===== src/rtl/ovl_pkg.sv =====
package ovl_pkg;
    localparam int DEF_SAMPLE_W = 24;
    localparam int DEF_HOLD     = 512;
    localparam int NUM_CH       = 2;
endpackage


===== src/rtl/ovl_mag_cmp.sv =====
module ovl_mag_cmp #(
    parameter int SAMPLE_W = 24,
    parameter logic [SAMPLE_W-1:0] THRESH = 24'h700000
) (
    input  logic [SAMPLE_W-1:0] sample,
    output logic                over
);
    localparam logic [SAMPLE_W-1:0] MOST_NEG = {1'b1, {(SAMPLE_W-1){1'b0}}};
    localparam logic [SAMPLE_W-1:0] MOST_POS = {1'b0, {(SAMPLE_W-1){1'b1}}};

    logic [SAMPLE_W-1:0] mag;

    always_comb begin
        if (sample == MOST_NEG) begin
            mag = MOST_POS;
        end else if (sample[SAMPLE_W-1]) begin
            mag = ~sample + 1'b1;
        end else begin
            mag = sample;
        end
        over = (mag > THRESH);
    end
endmodule


===== src/rtl/ovl_hold_timer.sv =====
module ovl_hold_timer #(
    parameter int HOLD_SAMPLES = 512
) (
    input  logic clk,
    input  logic rst,
    input  logic tick,
    input  logic trig,
    output logic flag
);
    localparam int CW = $clog2(HOLD_SAMPLES + 1);
    localparam logic [CW-1:0] HOLD_LD = CW'(HOLD_SAMPLES);
    localparam logic [CW-1:0] ONE     = CW'(1);

    typedef struct packed {
        logic [CW-1:0] cnt;
        logic          flag;
    } hold_t;

    hold_t st_d, st_q;

    always_comb begin
        st_d = st_q;
        if (tick) begin
            if (trig) begin
                st_d.cnt  = HOLD_LD;
                st_d.flag = 1'b1;
            end else if (st_q.cnt != '0) begin
                st_d.cnt  = st_q.cnt - ONE;
                st_d.flag = (st_q.cnt != ONE);
            end
        end
    end

    always_ff @(posedge clk) begin
        if (rst) begin
            st_q <= '0;
        end else begin
            st_q <= st_d;
        end
    end

    assign flag = st_q.flag;

    // a trigger always restores the full hold
    p_reload_r4: assert property (@(posedge clk) disable iff (rst)
        (tick && trig) |=> (st_q.cnt == HOLD_LD));

    // no strobe, no change in the hold count
    p_no_tick_r5: assert property (@(posedge clk) disable iff (rst)
        !tick |=> $stable(st_q.cnt));

    // last count consumed without trigger drops the flag
    p_clear_r6: assert property (@(posedge clk) disable iff (rst)
        (tick && !trig && st_q.cnt == ONE) |=> !flag);
endmodule


===== src/rtl/ovl_detector.sv =====
module ovl_detector #(
    parameter int SAMPLE_W     = ovl_pkg::DEF_SAMPLE_W,
    parameter int HOLD_SAMPLES = ovl_pkg::DEF_HOLD
) (
    input  logic                clk,
    input  logic                rst,
    input  logic                smp_valid,
    input  logic [SAMPLE_W-1:0] smp_left,
    input  logic [SAMPLE_W-1:0] smp_right,
    output logic                ovl_flag
);
    localparam int NCH = ovl_pkg::NUM_CH;
    localparam logic [SAMPLE_W-1:0] THRESH = SAMPLE_W'(7) << (SAMPLE_W - 4);

    logic [SAMPLE_W-1:0] ch_smp [NCH];
    logic [NCH-1:0]      ch_over;
    logic                any_over;

    assign ch_smp[0] = smp_left;
    assign ch_smp[1] = smp_right;

    for (genvar ch = 0; ch < NCH; ch++) begin : g_ch
        ovl_mag_cmp #(
            .SAMPLE_W (SAMPLE_W),
            .THRESH   (THRESH)
        ) u_cmp (
            .sample (ch_smp[ch]),
            .over   (ch_over[ch])
        );
    end

    assign any_over = |ch_over;

    ovl_hold_timer #(
        .HOLD_SAMPLES (HOLD_SAMPLES)
    ) u_hold (
        .clk  (clk),
        .rst  (rst),
        .tick (smp_valid),
        .trig (any_over),
        .flag (ovl_flag)
    );

    // a qualifying sample raises the flag at the next edge
    p_set_r1: assert property (@(posedge clk) disable iff (rst)
        (smp_valid && any_over) |=> ovl_flag);

    // without a strobe the flag keeps its value
    p_ignore_r8: assert property (@(posedge clk) disable iff (rst)
        !smp_valid |=> $stable(ovl_flag));
endmodule


===== config.mk =====
export PLATFORM = sky130hd
export DESIGN_NAME = ovl_detector
export DESIGN_NICKNAME = d
export VERILOG_FILES = /design/src/rtl/ovl_pkg.sv /design/src/rtl/ovl_mag_cmp.sv /design/src/rtl/ovl_hold_timer.sv /design/src/rtl/ovl_detector.sv
export SDC_FILE = /design/constraint.sdc
export NUM_CORES = 1
export LEC_CHECK = 0
export BUFFER_PORTS_ARGS = -buffer_cell sky130_fd_sc_hd__buf_4
export CORE_MARGIN = 5
export CORE_UTILIZATION = 40
export CTS_BUF_LIST = sky130_fd_sc_hd__clkbuf_4
export DETAILED_ROUTE_END_ITERATION = 8
export PLACE_DENSITY = 0.65
export SYNTH_ARGS = -nofsm -noshare
export SYNTH_HDL_FRONTEND = slang
export SYNTH_SLANG_ARGS = --single-unit

===== constraint.sdc =====
create_clock -name clk -period 2.9 [get_ports clk]
set_input_delay 0.145 -clock clk [delete_from_list [all_inputs] [get_ports clk]]
set_output_delay 0.145 -clock clk [all_outputs]
set_load 0.005 [all_outputs]

==> results.md <==
- Status: finished, final reports clean
- Vias in the first global route: 2532
- Busiest grt layer: met2
- Final Hold Viols: 0
- RSZ-0062 raised after global routing: false
- Worst path buffer plus inverter count: 2
- Hold Buf Count CTS: 0
- Rel. slew slack: 51.6%
- Met1 Track Usage GR: 26.1%
- Routability congestion estimate from global placement: 0.937
- Hold slack: 0.148 ns
- Cell family with most CP delay: simple AND/OR/NAND/NOR gates
- Drt drc: 0
- Layout Cells excl Fill: 468
- Post-synth EDFFs: 0
- Hpwl dp: 5.51 mm
- Peak supply drop: 0.000308 V
- Top achievable clock speed: 359 MHz
- Post_cts resized: 0
- Finished Cell Area: 2840 um^2
- Num CTS Buffers: 3
- Data required time of the critical path: 3.07 ns
- Syn Area/Cell: 6.53 um^2
- Port buffer count: 51
- Longest Clk Path Bufs: 2
- CP max stage cell: a2111oi_0
- I/O pin cnt: 52
- Commonest non-fill, non-tap cells in the layout: buf_4 (88), nor2_1 (39), nand2_1 (27), nor3_1 (27), o21ai_0 (17)
- Worst Clk Skew: 0.00786 ns
- Leak: 1.16 nW
- Slew Limit Fails: 0
- Global-route wire length before repair: 11.3 mm
- Vias after detailed routing: 2779
- Starting density of the core: 40.8%
- Primary FF master, synth: dfxtp_1
- CP endpoint kind: flip-flop
- FF+latch count, synth: 11
- WL/cell: 14.8 um
- Max incr delay on CP: 0.58 ns
- Pin count of the biggest net entering global routing: 19
- Worst Tran Pin Value: 0.719 ns
- PwrDens: 380 nW/um^2
- Register area share after synthesis: 10.7%
- Core area: 5040 um^2
- Clk_lat worst skew: 0.27 ns
- Chip height: 81.7 um
- Ordered list of cells on the worst path: buf_4 > nor3_1 > nor3_1 > a2111oi_0 > nand4_1 > nor4_1 > nand4_1 > a211oi_4 > buf_12 > a21oi_1 > o21a_1
- Layout cells sized above 1: 27.9%
- Clk slew on worst S/H paths: 0.08 ns
- Grt met2 use: 37.1%
- Max-Cap Viols: 0
- WS Path Type: input port to flip-flop
- Critical Path AT: 2.95 ns
- Area Overhead vs Synth: 38.1%
- NumNets Final: 454
- Final Total Pwr: 1.08 mW
- Crit Path Max Fanout: 16
- FP Rows: 26
- Global route overflow: 0
- Placed cell area: 2780 um^2
- Post CTS Setup Buffer Count: 0
- Synthesized cell area: 2060 um^2
- DRT Pass-1 Iters: 6
- Tmin final: 2.78 ns
- Setup_tns: 0 ns
- HP Class: input port to flip-flop
- # H-tree levels: 1
- Fin crit share: 95.9%
- Global Route Usage Sum: 20.3%
- Initial antenna violation count: 0
- N_diodes: 0
- Die Area: 6680 um^2
- Met3 Use GR: 2.74%
- Die width: 81.7 um
- Leading cell type in the layout, fill and taps excluded: buf_4
- Synth warnings: 0
- Starting DRC count in detailed routing: 90
- Total wire length: 6.93 mm
- Synth Net Count: 370
- Asr flop ratio synth: 0%
- CP Launch Type: input port
- Clock Tree Root: clkbuf_4
- Number of library cell types mapped by synthesis: 63
- DRT antenna net count: 0
- Setup Viol. Count Final: 0
- Placed cells: 464
- Vias/cell: 5.94
- CTS tree: built
- Cell count after synthesis: 315
- CTS Sinks: 11
## registers in the layout (all words and copies together) (netlist names)
register	flops
u_hold.st_q	10
u_hold.flag	1
## through the flow
step | worst slack, ns | utilization [%]
2_1_floorplan | 0.0511 | -
6_report | 0.118 | 56.3
3_3_place_gp | -0.121 | 55.1
3_5_place_dp | -0.210 | 55.1
5_1_grt | 0.00642 | 56.3
4_1_cts | 0.0804 | 55.7
## power breakdown
part           leakage [nW]  total, mW  switching, mW  internal, mW
logic                  1.05      0.702          0.384         0.319
registers            0.0903      0.263         0.0594         0.204
clock network        0.0184      0.114         0.0516        0.0625
## cell usage after synthesis, drive strengths merged, types with 2 or more instances
| library cell | n | share of area [%] |
|---|---|---|
| and4 | 2 | 0.85 |
| o31ai | 2 | 0.73 |
| o211ai | 4 | 1.5 |
| nor4 | 15 | 4.6 |
| o21ai | 20 | 4.9 |
| o41ai | 3 | 2.2 |
| or2 | 3 | 1.0 |
| a22oi | 2 | 0.73 |
| nand2b | 8 | 2.4 |
| xnor2 | 3 | 1.3 |
| nand3b | 2 | 0.73 |
| nor3 | 28 | 7.1 |
| buf | 2 | 0.73 |
| a2111o | 2 | 1.1 |
| o2111ai | 2 | 0.85 |
| o22ai | 2 | 0.61 |
| a41o | 2 | 0.97 |
| a2bb2oi | 2 | 0.85 |
| nand3 | 15 | 3.6 |
| xor2 | 2 | 0.85 |
| nand4 | 6 | 1.8 |
| o311a | 2 | 0.97 |
| nor2b | 6 | 1.8 |
| and3 | 3 | 0.91 |
| dfxtp | 11 | 11 |
| ha | 4 | 2.4 |
| a21o | 3 | 1.1 |
| nand2 | 27 | 4.9 |
| clkbuf | 8 | 1.5 |
| or4 | 4 | 1.6 |
| a2111oi | 4 | 1.7 |
| mux2 | 4 | 2.2 |
| nand4b | 2 | 0.85 |
| a211oi | 4 | 2.1 |
| nor2 | 40 | 7.3 |
| a31oi | 8 | 2.4 |
| mux2i | 4 | 1.9 |
| inv | 15 | 2.7 |
| o21a | 5 | 1.8 |
| a21oi | 16 | 3.9 |
| nor3b | 4 | 1.7 |
## metal layers
| metal | wire, um | vias to the layer above |
|---|---|---|
| li1 | - | 1391 |
| met1 | 2990 | 1276 |
| met2 | 3380 | 97 |
| met3 | 447 | 15 |
| met4 | 116 | 0 |
| met5 | 0 | - |
## worst paths after layout
| path | startpoint | end | slack, ns | cells after the start |
|---|---|---|---|---|
| min reg2reg | u_hold.flag$_SDFFE_PP0P_ | u_hold.flag$_SDFFE_PP0P_ | 0.48 | 1 |
| max reg2reg | u_hold.st_q[1]$_SDFFE_PP0P_ | u_hold.st_q[8]$_SDFFE_PP0P_ | 0.84 | 11 |
| min | rst | u_hold.st_q[8]$_SDFFE_PP0P_ | 0.15 | 2 |
| max | smp_right[4] | u_hold.flag$_SDFFE_PP0P_ | 0.12 | 11 |
## logic make-up after synthesis
| logic type | share of synthesized area, % |
|---|---|
| multiplexers | 4.14 |
| AND/OR/NAND/NOR | 43.9 |
| AO/OA/AOI/OAI | 31.8 |
| XOR/XNOR | 2.13 |
| adder cells (fa/ha/maj) | 2.43 |
| buffers and inverters | 4.93 |
| flip-flops | 10.7 |
## area by class of cell
type / count / area, um^2
fillers: 512 / 2200
clock buffers: 4 / 30.0
repair buffers: 89 / 681
flip-flops and latches: 11 / 220
multi-input cells: 279 / 1770
inverters: 15 / 56.3
well taps: 70 / 87.6
Power figures use the tool's default switching activity.
